--- src/rtl/usbx_pkg.sv ---
// Shared constants and types for the USB transaction engine.
// Assumes 4-bit PIDs as decoded (check bits already stripped).
package usbx_pkg;
    localparam logic [3:0] PID_OUT   = 4'b0001;
    localparam logic [3:0] PID_IN    = 4'b1001;
    localparam logic [3:0] PID_SOF   = 4'b0101;
    localparam logic [3:0] PID_SETUP = 4'b1101;
    localparam logic [3:0] PID_ACK   = 4'b0010;

    localparam logic [15:0] CRC_INIT   = 16'hFFFF;
    localparam logic [15:0] CRC_RESID  = 16'hB001;
    localparam logic [15:0] CRC_POLY_R = 16'hA001;

    typedef enum logic [2:0] {
        ST_IDLE,
        ST_SPECIAL,
        ST_RX_WAIT,
        ST_RX_DATA,
        ST_TX_DATA,
        ST_TX_WAIT
    } xact_state_t;
endpackage

--- src/rtl/usbx_crc16.sv ---
// Combinational CRC16 step over DW data bits, LSB first, reflected polynomial.
// Assumes the caller registers the running value between steps.
module usbx_crc16
    import usbx_pkg::*;
#(
    parameter int DW = 8
) (
    input  logic [15:0]   crc_i,
    input  logic [DW-1:0] data_i,
    output logic [15:0]   crc_o
);
    logic [15:0] stage [0:DW];

    assign stage[0] = crc_i;

    // One shift-and-conditional-xor per data bit
    generate
        for (genvar b = 0; b < DW; b++) begin : g_bit
            logic fb;
            assign fb = stage[b][0] ^ data_i[b];
            assign stage[b+1] = fb ? ((stage[b] >> 1) ^ CRC_POLY_R) : (stage[b] >> 1);
        end
    endgenerate

    assign crc_o = stage[DW];
endmodule

--- src/rtl/usbx_timer.sv ---
// Up-counting timeout timer. load clears the count and captures the limit;
// the count advances while en is high and timeout is raised when it equals
// the limit. Assumes the owner drops en after it sees the timeout.
module usbx_timer #(
    parameter int TW = 16
) (
    input  logic          clk,
    input  logic          rst_n,
    input  logic          load,
    input  logic [TW-1:0] limit,
    input  logic          en,
    output logic          timeout
);
    logic [TW-1:0] cnt_q;
    logic [TW-1:0] lim_q;

    // Count and limit registers
    always_ff @(posedge clk) begin
        if (!rst_n) begin
            cnt_q <= '0;
            lim_q <= '0;
        end else if (load) begin
            cnt_q <= '0;
            lim_q <= limit;
        end else if (en && (cnt_q != lim_q)) begin
            cnt_q <= cnt_q + 1'b1;
        end
    end

    // Expiry flag
    assign timeout = en && (cnt_q == lim_q);
endmodule

--- src/rtl/usbx_engine.sv ---
// USB device transaction protocol engine. Dispatches decoded tokens, stores
// OUT/SETUP payloads with CRC16 check and rollback, serves IN payloads with
// ACK-or-timeout retry. Assumes an external 256-byte buffer with
// combinational read and that the host never stores more than the buffer holds.
module usbx_engine
    import usbx_pkg::*;
#(
    parameter int ADDR_W  = 8,
    parameter int MAX_PKT = 8,
    parameter int TMO_W   = 16
) (
    input  logic              clk,
    input  logic              rst_n,
    input  logic [6:0]        dev_addr,
    input  logic [TMO_W-1:0]  tmo_limit,
    input  logic              tok_valid,
    input  logic [3:0]        tok_pid,
    input  logic [6:0]        tok_addr,
    input  logic              tok_err,
    input  logic              dat_valid,
    input  logic [7:0]        dat_byte,
    input  logic              dat_end,
    input  logic              dat_err,
    input  logic              hs_valid,
    input  logic [3:0]        hs_pid,
    output logic              mem_we,
    output logic [ADDR_W-1:0] mem_waddr,
    output logic [7:0]        mem_wdata,
    output logic [ADDR_W-1:0] mem_raddr,
    input  logic [7:0]        mem_rdata,
    output logic              asm_ack,
    output logic              asm_dvalid,
    output logic [7:0]        asm_data,
    output logic              asm_dlast,
    input  logic              asm_ready,
    output logic              sof_seen,
    output logic              err_token,
    output logic              err_crc,
    output logic              err_overrun,
    output logic              err_timeout
);
    localparam int PTR_W = ADDR_W + 1;
    localparam int CNT_W = $clog2(MAX_PKT + 1);
    localparam logic [PTR_W-1:0] MAXP = PTR_W'(MAX_PKT);

    xact_state_t       st_q;
    logic [PTR_W-1:0]  wr_q, rd_q, start_q, tx_q;
    logic [CNT_W-1:0]  txcnt_q;
    logic [15:0]       crc_q, crc_nxt;
    logic              rxbad_q;
    logic              ack_q, etok_q, ecrc_q, eovr_q, etmo_q;

    logic              in_rx, tok_known, addr_hit, is_rx_tok;
    logic              tmo, tmr_load, tmr_en;
    logic [PTR_W-1:0]  avail, rx_len;
    logic [CNT_W-1:0]  first_len;
    logic              pkt_good;

    // Byte-wise CRC16 over received data
    usbx_crc16 #(.DW(8)) u_crc (
        .crc_i (crc_q),
        .data_i(dat_byte),
        .crc_o (crc_nxt)
    );

    // Wait-state timeout
    usbx_timer #(.TW(TMO_W)) u_tmr (
        .clk    (clk),
        .rst_n  (rst_n),
        .load   (tmr_load),
        .limit  (tmo_limit),
        .en     (tmr_en),
        .timeout(tmo)
    );

    // Token classification and length arithmetic
    always_comb begin
        tok_known = (tok_pid == PID_OUT) || (tok_pid == PID_IN) ||
                    (tok_pid == PID_SETUP) || (tok_pid == PID_SOF);
        addr_hit  = (tok_addr == dev_addr);
        is_rx_tok = (tok_pid == PID_OUT) || (tok_pid == PID_SETUP);
        in_rx     = (st_q == ST_RX_WAIT) || (st_q == ST_RX_DATA);
        avail     = wr_q - rd_q;
        rx_len    = wr_q - start_q;
        first_len = (avail > MAXP) ? CNT_W'(MAX_PKT) : CNT_W'(avail);
        pkt_good  = !rxbad_q && !dat_err && (crc_q == CRC_RESID) && (rx_len >= PTR_W'(2));
    end

    // Timer control: load on entry to a wait, count only while waiting
    always_comb begin
        tmr_load = ((st_q == ST_IDLE) && tok_valid && !tok_err && tok_known &&
                    is_rx_tok && addr_hit) ||
                   ((st_q == ST_TX_DATA) && asm_ready && (txcnt_q == CNT_W'(1)));
        tmr_en   = in_rx || (st_q == ST_TX_WAIT);
    end

    // Main transaction state machine with pointers and status pulses
    always_ff @(posedge clk) begin
        if (!rst_n) begin
            st_q    <= ST_IDLE;
            wr_q    <= '0;
            rd_q    <= '0;
            start_q <= '0;
            tx_q    <= '0;
            txcnt_q <= '0;
            crc_q   <= CRC_INIT;
            rxbad_q <= 1'b0;
            ack_q   <= 1'b0;
            etok_q  <= 1'b0;
            ecrc_q  <= 1'b0;
            eovr_q  <= 1'b0;
            etmo_q  <= 1'b0;
        end else begin
            ack_q  <= 1'b0;
            etok_q <= 1'b0;
            ecrc_q <= 1'b0;
            eovr_q <= 1'b0;
            etmo_q <= 1'b0;
            case (st_q)
                ST_IDLE: begin
                    if (tok_valid) begin
                        if (tok_err || !tok_known) begin
                            etok_q <= 1'b1;
                        end else if (tok_pid == PID_SOF) begin
                            st_q <= ST_SPECIAL;
                        end else if (addr_hit) begin
                            if (is_rx_tok) begin
                                st_q    <= ST_RX_WAIT;
                                start_q <= wr_q;
                                crc_q   <= CRC_INIT;
                                rxbad_q <= 1'b0;
                            end else if (avail == '0) begin
                                eovr_q <= 1'b1;
                            end else begin
                                st_q    <= ST_TX_DATA;
                                tx_q    <= rd_q;
                                txcnt_q <= first_len;
                            end
                        end
                    end
                end
                ST_SPECIAL: st_q <= ST_IDLE;
                ST_RX_WAIT, ST_RX_DATA: begin
                    if (tmo) begin
                        wr_q   <= start_q;
                        etmo_q <= 1'b1;
                        st_q   <= ST_IDLE;
                    end else if (dat_valid) begin
                        wr_q  <= wr_q + 1'b1;
                        crc_q <= crc_nxt;
                        st_q  <= ST_RX_DATA;
                        if (dat_err) rxbad_q <= 1'b1;
                    end else if (dat_end) begin
                        if (pkt_good) begin
                            wr_q  <= wr_q - PTR_W'(2);
                            ack_q <= 1'b1;
                        end else begin
                            wr_q   <= start_q;
                            ecrc_q <= 1'b1;
                        end
                        st_q <= ST_IDLE;
                    end else if (dat_err) begin
                        rxbad_q <= 1'b1;
                    end
                end
                ST_TX_DATA: begin
                    if (asm_ready) begin
                        tx_q    <= tx_q + 1'b1;
                        txcnt_q <= txcnt_q - 1'b1;
                        if (txcnt_q == CNT_W'(1)) st_q <= ST_TX_WAIT;
                    end
                end
                ST_TX_WAIT: begin
                    if (hs_valid && (hs_pid == PID_ACK)) begin
                        rd_q <= tx_q;
                        st_q <= ST_IDLE;
                    end else if (tmo) begin
                        etmo_q <= 1'b1;
                        st_q   <= ST_IDLE;
                    end
                end
                default: st_q <= ST_IDLE;
            endcase
        end
    end

    // Buffer and assembler side outputs
    always_comb begin
        mem_we      = in_rx && dat_valid && !tmo;
        mem_waddr   = wr_q[ADDR_W-1:0];
        mem_wdata   = dat_byte;
        mem_raddr   = tx_q[ADDR_W-1:0];
        asm_dvalid  = (st_q == ST_TX_DATA);
        asm_data    = mem_rdata;
        asm_dlast   = asm_dvalid && (txcnt_q == CNT_W'(1));
        sof_seen    = (st_q == ST_SPECIAL);
        asm_ack     = ack_q;
        err_token   = etok_q;
        err_crc     = ecrc_q;
        err_overrun = eovr_q;
        err_timeout = etmo_q;
    end
endmodule

--- config.mk ---
export PLATFORM = sky130hd
export DESIGN_NAME = usbx_engine
export DESIGN_NICKNAME = d
export VERILOG_FILES = /design/src/rtl/usbx_pkg.sv /design/src/rtl/usbx_crc16.sv /design/src/rtl/usbx_timer.sv /design/src/rtl/usbx_engine.sv
export SDC_FILE = /design/constraint.sdc
export NUM_CORES = 1
export LEC_CHECK = 0
export ABC_AREA = 0
export BUFFER_PORTS_ARGS = -buffer_cell sky130_fd_sc_hd__buf_2
export CORE_ASPECT_RATIO = 1.5
export CORE_MARGIN = 2
export CORE_UTILIZATION = 62
export DETAILED_ROUTE_END_ITERATION = 6
export PLACE_DENSITY_LB_ADDON = 0.12
export SYNTH_ARGS = -nofsm -noshare
export SYNTH_HDL_FRONTEND = slang
export SYNTH_HIERARCHICAL = 1
export SYNTH_SLANG_ARGS = --single-unit
--- constraint.sdc ---
create_clock -name clk -period 6.3 [get_ports clk]
set_clock_uncertainty 0.15 [all_clocks]
set_input_delay 0.315 -clock clk [delete_from_list [all_inputs] [get_ports clk]]
set_output_delay 0.315 -clock clk [all_outputs]
set_load 0.05 [all_outputs]
# Word level (Yosys, flattened, before mapping)
# Index checks and enable logic that the tools add are counted.
[word_totals]
ff_bits = 97
latchBits = 0
mem_bits_rw = 0
mem_bits_ro = 0
inputBits = 63
wordCells = 193
mem_count = 0
[op_classes]
n_addsub = 7
n_mul = 0
n_div = 0
order_cmp = 2
n_eq_ne = 31
n_shift = 0
n_mux = 68
n_bitwise = 24
reduce_logical = 46
[op_table]
columns = ["op", "count"]
rows = [
  ["$mux 16", 15],
  ["$mux 9", 11],
  ["$mux 3", 13],
  ["$mux 4", 8],
  ["$pmux 16 s2", 1],
  ["$reduce_and 8->1", 4],
  ["$not 2->3", 8],
  ["$add 9x1->9 const B", 2],
  ["$ne 2x2->1 const B", 9],
  ["$pmux 9 s2", 1],
  ["$sub 9x9->9", 2],
  ["$add 16x1->16 const B", 1],
  ["$eq 16x16->1", 1],
  ["$eq 16x16->1 const B", 1],
  ["$logic_and 1x1->1", 16],
  ["$ne 16x16->1", 1],
  ["$mux 1", 15],
  ["$pmux 3 s4", 1],
  ["$ge 9x2->1 const B", 1],
  ["$gt 9x4->1 const B", 1],
  ["$logic_not 9->1", 1],
  ["$sub 9x2->9 const B", 1],
  ["$eq 4x1->1 const B", 2],
  ["$eq 4x4->1 const B", 2],
  ["other kinds (26)", 60],
]

# Depth between registers and ports, before layout
# Gate-level depths: netlist of run 1.
[logic_depth]
word_depth = 19
ltp_mapped = 15

# Cells and area by module
# Netlist of run 1, hierarchy kept.
[by_module_without_submodules]
columns = ["module", "instances", "cells_per_inst", "area_each_um2", "seq_area_each_um2"]
rows = [
  ["usbx_engine", 1, 593, 4591.9, 1301.2],
  ["usbx_timer", 1, 165, 1569.0, 640.6],
  ["usbx_crc16", 1, 31, 329.1, 0.0],
]

# Least setup slack after synthesis of run 1
# OpenSTA, ideal clock, no wires.
[synth_path]
path_kind = "reg-to-reg"
from = "reg st_q[2]"
to = "reg crc_q[10]"
setup_ns = 0.132
arrival_ns = 3.467
required_ns = 6.018
setup_slack_ns = 2.551
stages_incl_launch_ff = 16
n_path_buf = 5
period_less_slack_ns = 3.749
cell_sequence = "dfxtp_1 nand2b_1 clkbuf_1 buf_1 nand2_1 and2_1 clkbuf_1 inv_1 nand2_1 nor2_1 nor2_1 or2_1 clkbuf_1 clkbuf_1 nor3_1 o21ai_0"
[synth_via]
elab_chain_len = 6
[synth_lines]
columns = ["element", "line", "source"]
rows = [
  ["start, declared", "usbx_engine.sv:46", "xact_state_t st_q;"],
  ["start signal, assigned", "usbx_engine.sv:100", "st_q <= ST_IDLE;"],
  ["start signal, assigned", "usbx_engine.sv:125", "st_q <= ST_SPECIAL;"],
  ["start signal, assigned", "usbx_engine.sv:128", "st_q <= ST_RX_WAIT;"],
  ["$eq 3x2->1", "usbx_engine.sv:82", "in_rx = (st_q == ST_RX_WAIT) || (st_q == ST_RX_DATA);"],
  ["$logic_or 1x1->1", "usbx_engine.sv:82", ""],
  ["$logic_or 1x1->1 *", "usbx_engine.sv:94", "tmr_en = in_rx || (st_q == ST_TX_WAIT);"],
  ["via tmr_en", "usbx_engine.sv:54", "logic tmo, tmr_load, tmr_en;"],
  ["$logic_and 1x1->1 *", "usbx_timer.sv:31", "assign timeout = en && (cnt_q == lim_q);"],
  ["via tmo", "usbx_engine.sv:54", ""],
  ["$ne 2x2->1 (no source line) *", "--", ""],
  ["$reduce_and 8->1 (no source line) *", "--", ""],
  ["end signal, assigned", "usbx_engine.sv:150", "crc_q <= crc_nxt;"],
  ["end, declared", "usbx_engine.sv:49", "logic [15:0] crc_q, crc_nxt;"],
]
# The timed path passes the listed nets; every way through them passes the cells marked *.
# A chain may end at the register's enable or synchronous reset.

# Worst setup path after layout of run 1
[layout_path]
from = "reg u_tmr.cnt_q[7]"
to = "reg crc_q[10]"
[layout_via]
elab_chain_len = 4
[layout_lines]
columns = ["element", "line", "source"]
rows = [
  ["start, declared", "usbx_timer.sv:14", "logic [TW-1:0] cnt_q;"],
  ["start signal, assigned", "usbx_timer.sv:26", "cnt_q <= cnt_q + 1'b1;"],
  ["$eq 16x16->1", "usbx_timer.sv:31", ""],
  ["$logic_and 1x1->1", "usbx_timer.sv:31", ""],
  ["via tmo", "usbx_engine.sv:54", ""],
  ["$ne 2x2->1 (no source line)", "--", ""],
  ["$reduce_and 8->1 (no source line)", "--", ""],
]
# The timed path passes the listed nets, and every way through them passes these cells.

==> tab_implementation.tex, run 1 <==
\begin{tabular}{lr}
\hline
Metric & Value \\
\hline
\multicolumn{2}{l}{\textbf{Status}} \\
\quad Outcome & finished clean \\
\multicolumn{2}{l}{\textbf{Min path}} \\
\quad Worst min-delay path category & input port to flop \\
\multicolumn{2}{l}{\textbf{STA}} \\
\quad Highest attainable clock frequency & 241 MHz \\
\quad Slew HR & 26.2\% \\
\quad Final-report hold violation count & 0 \\
\quad RSZ-0062 raised after global routing & no \\
\quad Final setup fails & 0 \\
\quad Total count of max-transition violations in the final report & 0 \\
\quad Transition time of the tightest slew-check pin & 1100 ps \\
\quad Ratio of final minimum period to clock period & 65.8\% \\
\quad Fin Hold WS & 71.9 ps \\
\quad Final period demand of the worst path & 4140 ps \\
\quad Post-Route Setup TNS & 0 ps \\
\multicolumn{2}{l}{\textbf{Placed design}} \\
\quad Input/output buffers & 87 \\
\quad Detailed placement HPWL & 12.1 mm \\
\quad GPL Wtd Cong & 0.930 \\
\multicolumn{2}{l}{\textbf{Floorplan}} \\
\quad Total Die Area & 11,300 um\^{}2 \\
\quad Count of pins on the block boundary & 104 \\
\quad Initial standard-cell utilization of the core & 64.0\% \\
\quad Number of placement rows & 45 \\
\quad Floorplan die height & 129 um \\
\quad X dimension of the die & 87.5 um \\
\quad Placeable core region & 10,100 um\^{}2 \\
\multicolumn{2}{l}{\textbf{CTS}} \\
\quad TritonCTS clock tree & yes \\
\quad Worst-Skew Late Latency & 350 ps \\
\quad Post-CTS setup buffers & 0 \\
\quad Clock Tree Buf Depth & 2 \\
\quad Total clock sinks & 97 \\
\quad Number of buffers created by CTS & 9 \\
\quad Post-CTS Resized & 0 \\
\quad Hold buffer count at cts & 0 \\
\quad Clock root buffer & sky130\_fd\_sc\_hd\_\_clkbuf\_16 \\
\quad Clock transition at the registers of the reported paths & 70 ps \\
\quad Maximum level of the CTS H-tree & 3 \\
\multicolumn{2}{l}{\textbf{Worst setup path}} \\
\quad Slowest-stage cell, CP & sky130\_fd\_sc\_hd\_\_nor2\_1 \\
\quad Crit. End Element & flop \\
\quad Worst setup path class & flop to flop \\
\quad Stage delay of the slowest cell on the critical path & 840 ps \\
\quad Cell class contributing the biggest share of worst-path delay & simple AND/OR/NAND/NOR gates \\
\quad Sort of element at the start of the critical path & flop \\
\quad Largest fanout of any net on the critical path & 18 \\
\quad Critical path buffers and inverters & 0 \\
\quad Data required, critical path & 6420 ps \\
\quad Critical path cell sequence & xnor2\_1 -> nand4\_1 -> nor4\_1 -> and2\_1 -> nor3\_1 -> a22oi\_1 -> nor2\_1 -> a311o\_1 -> nor2\_1 -> nor2\_1 -> o21ai\_0 \\
\quad CP dominant cell by count & sky130\_fd\_sc\_hd\_\_nor2\_1 \\
\quad Arrival time reported for the critical path endpoint & 4260 ps \\
\multicolumn{2}{l}{\textbf{Global routing}} \\
\quad Initial antenna violation count & 0 \\
\quad Maximum number of pins on one net before global-route repair & 56 \\
\quad Via count of the first global-routing pass & 5,707 \\
\quad Global-route wire length before repair & 26.5 mm \\
\quad GRT Util Overall & 29.6\% \\
\quad GRT overflow & 0 \\
\multicolumn{2}{l}{\textbf{Routing}} \\
\quad Number of optimization iterations in the first detailed-route pass & 7 \\
\quad Drt first-iter violations & 300 \\
\quad DR vias & 5,876 \\
\quad Final routed wire length divided by cell count & 17.5 um \\
\quad Number of routed nets with antenna violations & 0 \\
\quad Vias per Instance & 6.28 \\
\quad Total wire length after detailed routing & 16.3 mm \\
\quad Residual DRC & 0 \\
\multicolumn{2}{l}{\textbf{Yosys}} \\
\quad Cells after synthesis & 789 \\
\quad Post-synth design cell area & 6490 um\^{}2 \\
\quad Count of warnings emitted by yosys & 6 \\
\quad Number of enable flip-flop cells after synthesis & 0 \\
\quad Syn Nets & 877 \\
\quad Syn\_area\_per\_cell & 8.23 um\^{}2 \\
\quad Number of register bits inferred by synthesis & 97 \\
\quad Share of the yosys chip area belonging to registers & 29.9\% \\
\quad Main synth FF type & sky130\_fd\_sc\_hd\_\_dfxtp\_1 \\
\quad Post-synthesis async set-or-reset flop share & 0\% \\
\quad Count of different cell masters after synthesis & 76 \\
\multicolumn{2}{l}{\textbf{Final layout}} \\
\quad Layout Area Growth over Synthesis & 7.73\% \\
\quad Filler instances & 840 \\
\quad Final antenna diode count & 0 \\
\quad Fraction of layout instances using a drive strength above 1 & 16.4\% \\
\quad Final layout net count & 901 \\
\multicolumn{2}{l}{\textbf{Power and ir drop}} \\
\quad Max rail drop VDD & 148 uV \\
\quad Total power density per cell area & 193 nW/um\^{}2 \\
\quad Leakage power total & 2.77 nW \\
\multicolumn{2}{l}{\textbf{Flow run}} \\
\quad \# Max-Cap Violations & 0 \\
\hline
\end{tabular}
## report_power, final
part | total, mW | internal, mW | switching, mW
Sequential | 0.613 | 0.613 | 0.000146
Combinational | 0.0931 | 0.0375 | 0.0556
Clock | 0.642 | 0.392 | 0.249
Total | 1.35 | 1.04 | 0.305
## state kept, by name (all words and copies together), names as in the netlist
name	count
asm_ack	1
crc_q	16
err_crc	1
err_overrun	1
err_timeout	1
err_token	1
rd_q	9
rxbad_q	1
st_q	3
start_q	9
tx_q	9
txcnt_q	4
u_tmr/cnt_q	16
u_tmr/lim_q	16
wr_q	9
## metal layers
| metal | global-route usage [%] | wire (um) | vias to the layer above | share of wire (%) |
|---|---|---|---|---|
| met5 | 0 | 0 | - | 0 |
| met4 | 16.6 | 675 | 0 | 4.1 |
| met3 | 5.10 | 908 | 54 | 5.6 |
| met1 | 32.0 | 6290 | 2756 | 38 |
| met2 | 53.4 | 8460 | 233 | 52 |
| li1 | - | - | 2833 | - |
## cell usage after synthesis (3+ instances only)
master | n | area [um^2]
sky130_fd_sc_hd__a211oi_1 | 6 | 45.0
sky130_fd_sc_hd__a21oi_1 | 51 | 255
sky130_fd_sc_hd__a21oi_2 | 3 | 26.3
sky130_fd_sc_hd__a221oi_1 | 3 | 26.3
sky130_fd_sc_hd__a31oi_1 | 4 | 25.0
sky130_fd_sc_hd__and3_1 | 5 | 31.3
sky130_fd_sc_hd__buf_4 | 39 | 293
sky130_fd_sc_hd__clkbuf_1 | 31 | 116
sky130_fd_sc_hd__dfxtp_1 | 97 | 1940
sky130_fd_sc_hd__ha_1 | 23 | 288
sky130_fd_sc_hd__inv_1 | 35 | 131
sky130_fd_sc_hd__mux2i_1 | 35 | 350
sky130_fd_sc_hd__nand2_1 | 47 | 176
sky130_fd_sc_hd__nand2b_1 | 11 | 68.8
sky130_fd_sc_hd__nand3_1 | 19 | 95.1
sky130_fd_sc_hd__nand3b_1 | 3 | 22.5
sky130_fd_sc_hd__nand4_1 | 16 | 100
sky130_fd_sc_hd__nor2_1 | 78 | 293
sky130_fd_sc_hd__nor2b_1 | 25 | 156
sky130_fd_sc_hd__nor3_1 | 34 | 170
sky130_fd_sc_hd__nor3b_1 | 3 | 22.5
sky130_fd_sc_hd__nor4_1 | 11 | 68.8
sky130_fd_sc_hd__o211ai_1 | 3 | 22.5
sky130_fd_sc_hd__o21a_1 | 5 | 37.5
sky130_fd_sc_hd__o21ai_0 | 31 | 155
sky130_fd_sc_hd__o21ai_1 | 7 | 35.0
sky130_fd_sc_hd__o221ai_1 | 3 | 26.3
sky130_fd_sc_hd__o31a_1 | 3 | 26.3
sky130_fd_sc_hd__o31ai_1 | 10 | 75.1
sky130_fd_sc_hd__o32ai_1 | 8 | 70.1
sky130_fd_sc_hd__or2_2 | 3 | 18.8
sky130_fd_sc_hd__or3_1 | 13 | 81.3
sky130_fd_sc_hd__or4_1 | 7 | 52.6
sky130_fd_sc_hd__xnor2_1 | 40 | 350
sky130_fd_sc_hd__xnor2_2 | 5 | 81.3
sky130_fd_sc_hd__xor2_1 | 16 | 140
sky130_fd_sc_hd__xor2_2 | 3 | 48.8
## through the flow
step                      instance area (um^2)  power [mW]  instances  setup WS (ps)  utilization [%]
after floorplan                           6490       0.712        789           2550                -
after global placement                    6640       0.718        919           2350             65.5
after detailed placement                  6640       0.720        919           2210             65.5
after CTS                                 6990        1.35        935           2210             69.0
after global routing                      6990        1.39        935           1740             69.0
final                                     6990        1.35        935           2160             69.0
## path summary, 6_finish.rpt
kind	start	end	slack (ps)	cells past startpoint
setup / recovery	u_tmr/cnt_q[7]$_SDFFE_PP0P_	crc_q[10]$_SDFFE_PN1P_	2160	11
hold / removal	tmo_limit[2]	u_tmr/lim_q[2]$_SDFFE_PN0P_	70	3
setup reg to reg	u_tmr/cnt_q[7]$_SDFFE_PP0P_	crc_q[10]$_SDFFE_PN1P_	2160	11
hold reg to reg	tx_q[8]$_SDFFE_PN0P_	tx_q[8]$_SDFFE_PN0P_	350	2
## cells by family after synthesis
kind of cell	Yosys count	share of synthesized area, %
XOR/XNOR	65	9.91
flip-flops	97	29.9
multiplexers	36	5.57
buffers and inverters	112	9.08
AND/OR/NAND/NOR	290	22.9
AO/OA/AOI/OAI	163	17.4
adder cells (fa/ha/maj)	26	5.22
## cell usage in the layout (no fill, tap or decap), drive strengths merged, types with 4 or more instances in the layout
cell / instances
nor3: 34
o21ai: 38
o21a: 5
nand3: 19
nand2b: 11
or4: 7
a211oi: 6
or3: 13
nor2b: 25
nand4: 16
o41ai: 4
ha: 23
a21oi: 54
buf: 89
nor4: 11
xor2: 19
nor2: 78
o32ai: 8
clkbuf: 9
dfxtp: 97
inv: 37
or2: 4
mux2i: 35
and3: 5
o31ai: 10
a31oi: 4
nand2: 48
xnor2: 45
## worst register-to-register path, stage by stage, from the launching register on
cell	delay, ps
sky130_fd_sc_hd__dfxtp_1	470
sky130_fd_sc_hd__xnor2_1	150
sky130_fd_sc_hd__nand4_1	230
sky130_fd_sc_hd__nor4_1	520
sky130_fd_sc_hd__and2_1	640
sky130_fd_sc_hd__nor3_1	210
sky130_fd_sc_hd__a22oi_1	180
sky130_fd_sc_hd__nor2_1	50
sky130_fd_sc_hd__a311o_1	360
sky130_fd_sc_hd__nor2_1	840
sky130_fd_sc_hd__nor2_1	80
sky130_fd_sc_hd__o21ai_0	190
## layout make-up
cell class / instances / area (um^2) / share of cell area, %
timing repair buffer: 89 / 450 / 6.44
inverter: 36 / 140 / 2.00
sequential: 97 / 1940 / 27.8
multi-input combinational: 580 / 3960 / 56.7
tap: 117 / 146 / 2.09
clock buffer: 9 / 225 / 3.22
clock inverter: 7 / 125 / 1.79
No activity file was read; power rests on OpenSTA's default activity.
==> inputs of run 2 (changes only) <==
--- a/config.mk
+++ b/config.mk
@@ -5,11 +5,11 @@
 export SDC_FILE = /design/constraint.sdc
 export NUM_CORES = 1
 export LEC_CHECK = 0
-export ABC_AREA = 0
+export ABC_AREA = 1
 export BUFFER_PORTS_ARGS = -buffer_cell sky130_fd_sc_hd__buf_2
 export CORE_ASPECT_RATIO = 1.5
 export CORE_MARGIN = 2
-export CORE_UTILIZATION = 62
+export CORE_UTILIZATION = 53
 export DETAILED_ROUTE_END_ITERATION = 6
 export PLACE_DENSITY_LB_ADDON = 0.12
 export SYNTH_ARGS = -nofsm -noshare
==> constraint.sdc (replaced) <==
create_clock -name clk -period 3.75 [get_ports clk]
set_clock_uncertainty 0.15 [all_clocks]
set_input_delay 0.1875 -clock clk [delete_from_list [all_inputs] [get_ports clk]]
set_output_delay 0.1875 -clock clk [all_outputs]
set_load 0.05 [all_outputs]
==> run 2 against run 1 <==
Setup slack worse by 1600 ps. Sequential share of layout area down 2.9 points. Sequential power up 68%. Non-clock buffer count up 20. Largest cell class unchanged. Critical path type unchanged. Wire length up 8.0%. Core utilization down 9.1 points. Clock power up 45%.
==> tab_implementation.tex, run 2 <==
\begin{tabular}{lr}
\hline
Metric & Value \\
\hline
\multicolumn{2}{l}{\textbf{Placed design}} \\
\quad Cell area after placement & 7370 um\^{}2 (+11\%) \\
\quad Input/output buffers & 87 (unchanged) \\
\quad GPL Wtd Cong & 0.927 (-0.41\%) \\
\quad Detailed placement HPWL & 13.6 mm (+13\%) \\
\multicolumn{2}{l}{\textbf{Final layout}} \\
\quad Largest registers & crc\_q: 16 flops, u\_tmr/cnt\_q: 16 flops, u\_tmr/lim\_q: 16 flops \\
\quad Highest-count cells in the layout ignoring fill and taps & sky130\_fd\_sc\_hd\_\_nand2\_1 (262), sky130\_fd\_sc\_hd\_\_inv\_1 (141), sky130\_fd\_sc\_hd\_\_nor2\_1 (128) \\
\quad Most frequent standard cell in the layout excluding fill and tap cells & sky130\_fd\_sc\_hd\_\_nand2\_1 \\
\quad Final antenna diode count & 0 (unchanged) \\
\quad Fraction of layout instances using a drive strength above 1 & 13.6\% (-2.8 points) \\
\quad Layout Area Growth over Synthesis & 9.87\% \\
\quad Filler instances & 1,326 (+58\%) \\
\quad Final layout net count & 1,252 (+39\%) \\
\quad Cell area after layout & 7800 um\^{}2 (+12\%) \\
\multicolumn{2}{l}{\textbf{Yosys}} \\
\quad Count of warnings emitted by yosys & 6 (unchanged) \\
\quad Syn Nets & 1,199 (+37\%) \\
\quad Proportion of netlist area held by the largest area contributor & 27.4\% (-2.6 points) \\
\quad Number of enable flip-flop cells after synthesis & 0 (unchanged) \\
\quad Main synth FF type & sky130\_fd\_sc\_hd\_\_dfxtp\_1 \\
\quad Post-synthesis async set-or-reset flop share & 0\% (unchanged) \\
\quad Multiplexer share of the synthesized area & 0\% (-5.6 points) \\
\quad Compound-cell area share of the yosys netlist & 11.9\% (-5.4 points) \\
\quad Leading post-synthesis cells by cell area & sky130\_fd\_sc\_hd\_\_dfxtp\_1 (27\%), sky130\_fd\_sc\_hd\_\_nand2\_1 (14\%), sky130\_fd\_sc\_hd\_\_inv\_1 (7.5\%) \\
\quad Share of the yosys chip area belonging to registers & 27.4\% (-2.6 points) \\
\quad Cell types with the highest counts after synthesis & sky130\_fd\_sc\_hd\_\_nand2\_1 (262), sky130\_fd\_sc\_hd\_\_inv\_1 (141), sky130\_fd\_sc\_hd\_\_nor2\_1 (128), sky130\_fd\_sc\_hd\_\_dfxtp\_1 (97), sky130\_fd\_sc\_hd\_\_nand3\_1 (95) \\
\quad Adder-cell share of the synthesized area & 4.62\% (-0.61 points) \\
\quad Top-count cell post-synth & sky130\_fd\_sc\_hd\_\_nand2\_1 \\
\quad Post-synth design cell area & 7100 um\^{}2 (+9.4\%) \\
\quad Area share of xor/xnor cells in the synthesized design & 5.64\% (-4.3 points) \\
\quad Cell type contributing the most total cell area after synthesis & sky130\_fd\_sc\_hd\_\_dfxtp\_1 \\
\quad Count of different cell masters after synthesis & 49 (-36\%) \\
\quad Syn\_area\_per\_cell & 6.39 um\^{}2 (-22\%) \\
\quad Number of register bits inferred by synthesis & 97 (unchanged) \\
\quad Post-synthesis simple-gate area fraction & 36.5\% (+14 points) \\
\quad Dominant combinational cell family by area after synthesis & simple AND/OR/NAND/NOR gates \\
\quad Cells after synthesis & 1,111 (+41\%) \\
\multicolumn{2}{l}{\textbf{Power and ir drop}} \\
\quad Net switching share of the total power & 24.2\% (+1.6 points) \\
\quad Max rail drop VDD & 193 uV (+31\%) \\
\quad Combinational fraction of design power & 8.7\% (+1.8 points) \\
\quad Net switching power & 0.520 mW (+70\%) \\
\quad Clock network fraction of total power & 43.3\% (-4.3 points) \\
\quad Leakage power total & 3.89 nW (+41\%) \\
\quad Internal power of the cells & 1.63 mW (+56\%) \\
\quad Total power density per cell area & 275 nW/um\^{}2 (+43\%) \\
\quad Reg power frac & 48.0\% (+2.5 points) \\
\multicolumn{2}{l}{\textbf{Routing}} \\
\quad Final routed wire length divided by cell count & 13.3 um (-24\%) \\
\quad Number of optimization iterations in the first detailed-route pass & 7 (unchanged) \\
\quad Residual DRC & 0 (unchanged) \\
\quad Drt first-iter violations & 339 (+13\%) \\
\quad Number of routed nets with antenna violations & 0 (unchanged) \\
\quad DR vias & 6,925 (+18\%) \\
\quad Vias per Instance & 5.21 (-17\%) \\
\quad Total wire length after detailed routing & 17.6 mm (+8.0\%) \\
\multicolumn{2}{l}{\textbf{CTS}} \\
\quad Clock root buffer & sky130\_fd\_sc\_hd\_\_clkbuf\_16 \\
\quad Clock transition at the registers of the reported paths & 70 ps (about the same) \\
\quad Number of buffers created by CTS & 9 (unchanged) \\
\quad Post-CTS Resized & 0 (unchanged) \\
\quad Total clock sinks & 97 (unchanged) \\
\quad Hold buffer count at cts & 13 (+13) \\
\quad Clock Tree Buf Depth & 2 (unchanged) \\
\quad Post-CTS setup buffers & 0 (unchanged) \\
\quad TritonCTS clock tree & yes \\
\quad Maximum level of the CTS H-tree & 3 (unchanged) \\
\quad Worst-Skew Late Latency & 340 ps (about the same) \\
\multicolumn{2}{l}{\textbf{Global routing}} \\
\quad Global-route wire length before repair & 29.1 mm (+9.6\%) \\
\quad Via count of the first global-routing pass & 6,447 (+13\%) \\
\quad Initial antenna violation count & 0 (unchanged) \\
\quad Maximum number of pins on one net before global-route repair & 54 (-3.6\%) \\
\quad GRT Util Overall & 24.5\% (-5.1 points) \\
\quad GRT overflow & 0 (unchanged) \\
\multicolumn{2}{l}{\textbf{Floorplan}} \\
\quad Initial standard-cell utilization of the core & 54.5\% (-9.5 points) \\
\quad Placeable core region & 13,000 um\^{}2 (+28\%) \\
\quad Total Die Area & 14,400 um\^{}2 (+27\%) \\
\quad X dimension of the die & 98.5 um (+13\%) \\
\quad Number of placement rows & 51 (+13\%) \\
\quad Count of pins on the block boundary & 104 (unchanged) \\
\quad Floorplan die height & 146 um (+13\%) \\
\multicolumn{2}{l}{\textbf{Min path}} \\
\quad Worst min-delay path category & input port to flop \\
\multicolumn{2}{l}{\textbf{STA}} \\
\quad Total count of max-transition violations in the final report & 0 (unchanged) \\
\quad Final period demand of the worst path & 3160 ps (-980 ps) \\
\quad Slew HR & 46.2\% (+20 points) \\
\quad RSZ-0062 raised after global routing & no \\
\quad Final-report hold violation count & 0 (unchanged) \\
\quad Transition time of the tightest slew-check pin & 807 ps (-297 ps) \\
\quad Final setup fails & 0 (unchanged) \\
\quad Highest attainable clock frequency & 316 MHz (+31\%) \\
\quad Ratio of final minimum period to clock period & 84.4\% (+19 points) \\
\quad Post-Route Setup TNS & 0 ps (unchanged) \\
\multicolumn{2}{l}{\textbf{Worst setup path}} \\
\quad Crit. End Element & flop \\
\quad Data required, critical path & 3820 ps (-2600 ps) \\
\quad Largest fanout of any net on the critical path & 21 (+3) \\
\quad Sort of element at the start of the critical path & flop \\
\quad Arrival time reported for the critical path endpoint & 3230 ps (-1030 ps) \\
\quad Worst setup path class & flop to flop \\
\multicolumn{2}{l}{\textbf{Flow run}} \\
\quad \# Max-Cap Violations & 0 (unchanged) \\
\multicolumn{2}{l}{\textbf{Status}} \\
\quad Outcome & finished clean \\
\hline
\end{tabular}
-- run 2: kinds of logic after synthesis --
family / count (synthesis)
buf+inv: 217
compound gates: 158
simple gates: 570
fa+ha+maj: 25
flops: 97
xor+xnor: 44
-- run 2: critical path, stage by stage, from the launching register on --
cell and delay, ps:
sky130_fd_sc_hd__dfxtp_1 430, sky130_fd_sc_hd__nor2_1 120, sky130_fd_sc_hd__inv_1 440, sky130_fd_sc_hd__nand2_1 180, sky130_fd_sc_hd__inv_1 190, sky130_fd_sc_hd__nor2_1 70
sky130_fd_sc_hd__buf_4 180, sky130_fd_sc_hd__nor2_1 280, sky130_fd_sc_hd__nand2_1 160, sky130_fd_sc_hd__nand2_1 310, sky130_fd_sc_hd__inv_1 200, sky130_fd_sc_hd__o21ai_0 120
sky130_fd_sc_hd__a31oi_1 60, sky130_fd_sc_hd__nand2_1 80, sky130_fd_sc_hd__a21oi_1 50
-- run 2: routing by layer --
layer  global-route usage [%]  routed length, um  vias up  part of all wire, %
met3                     3.84                692       48                  3.9
li1                         -                  -     3619                    -
met5                        0                  0        -                    0
met4                     11.9                668        0                  3.8
met1                     27.4               7200     3093                   41
met2                     44.5               9070      165                   51
-- run 2: layout make-up --
cell class	count	area [um^2]	share of cell area, %
clock buffers	11	233	2.98
clock inverters	5	63.8	0.818
inverters	150	563	7.22
multi-input cells	797	4170	53.4
flip-flops and latches	97	1940	24.9
well taps	159	199	2.55
repair buffers	109	633	8.12
-- run 2: path summary, 6_finish.rpt --
kind                                start                           end  slack [ps]  cells after the start
max                  st_q[2]$_SDFFE_PN0P_          wr_q[8]$_SDFFE_PN0P_         590                     14
min                          tmo_limit[1]   u_tmr/lim_q[1]$_SDFFE_PN0P_           7                      3
max reg2reg          st_q[2]$_SDFFE_PN0P_          wr_q[8]$_SDFFE_PN0P_         590                     14
min reg2reg  u_tmr/lim_q[15]$_SDFFE_PN0P_  u_tmr/lim_q[15]$_SDFFE_PN0P_         330                      2
-- run 2: metrics by stage --
step / power, mW / utilization, % / hold WS (ps) / std cells / setup slack, ps
finish: 2.15 / 59.9 / 6.75 / 1328 / 586
global route: 2.23 / 59.9 / 12.4 / 1328 / 241
CTS: 2.16 / 59.9 / 3.17 / 1328 / 625
detailed placement: 1.23 / 56.6 / 225 / 1299 / 656
global placement: 1.23 / 56.6 / 225 / 1299 / 741
floorplan: 1.21 / - / 172 / 1111 / 1060
-- run 2: power groups by stage --
stage	combinational (mW)	sequential, mW	clock [mW]
3_5_place_dp	0.177	1.05	0
4_1_cts	0.188	1.03	0.946
3_3_place_gp	0.176	1.05	0
5_1_grt	0.207	1.03	0.998
6_report	0.186	1.03	0.929
2_1_floorplan	0.150	1.06	0
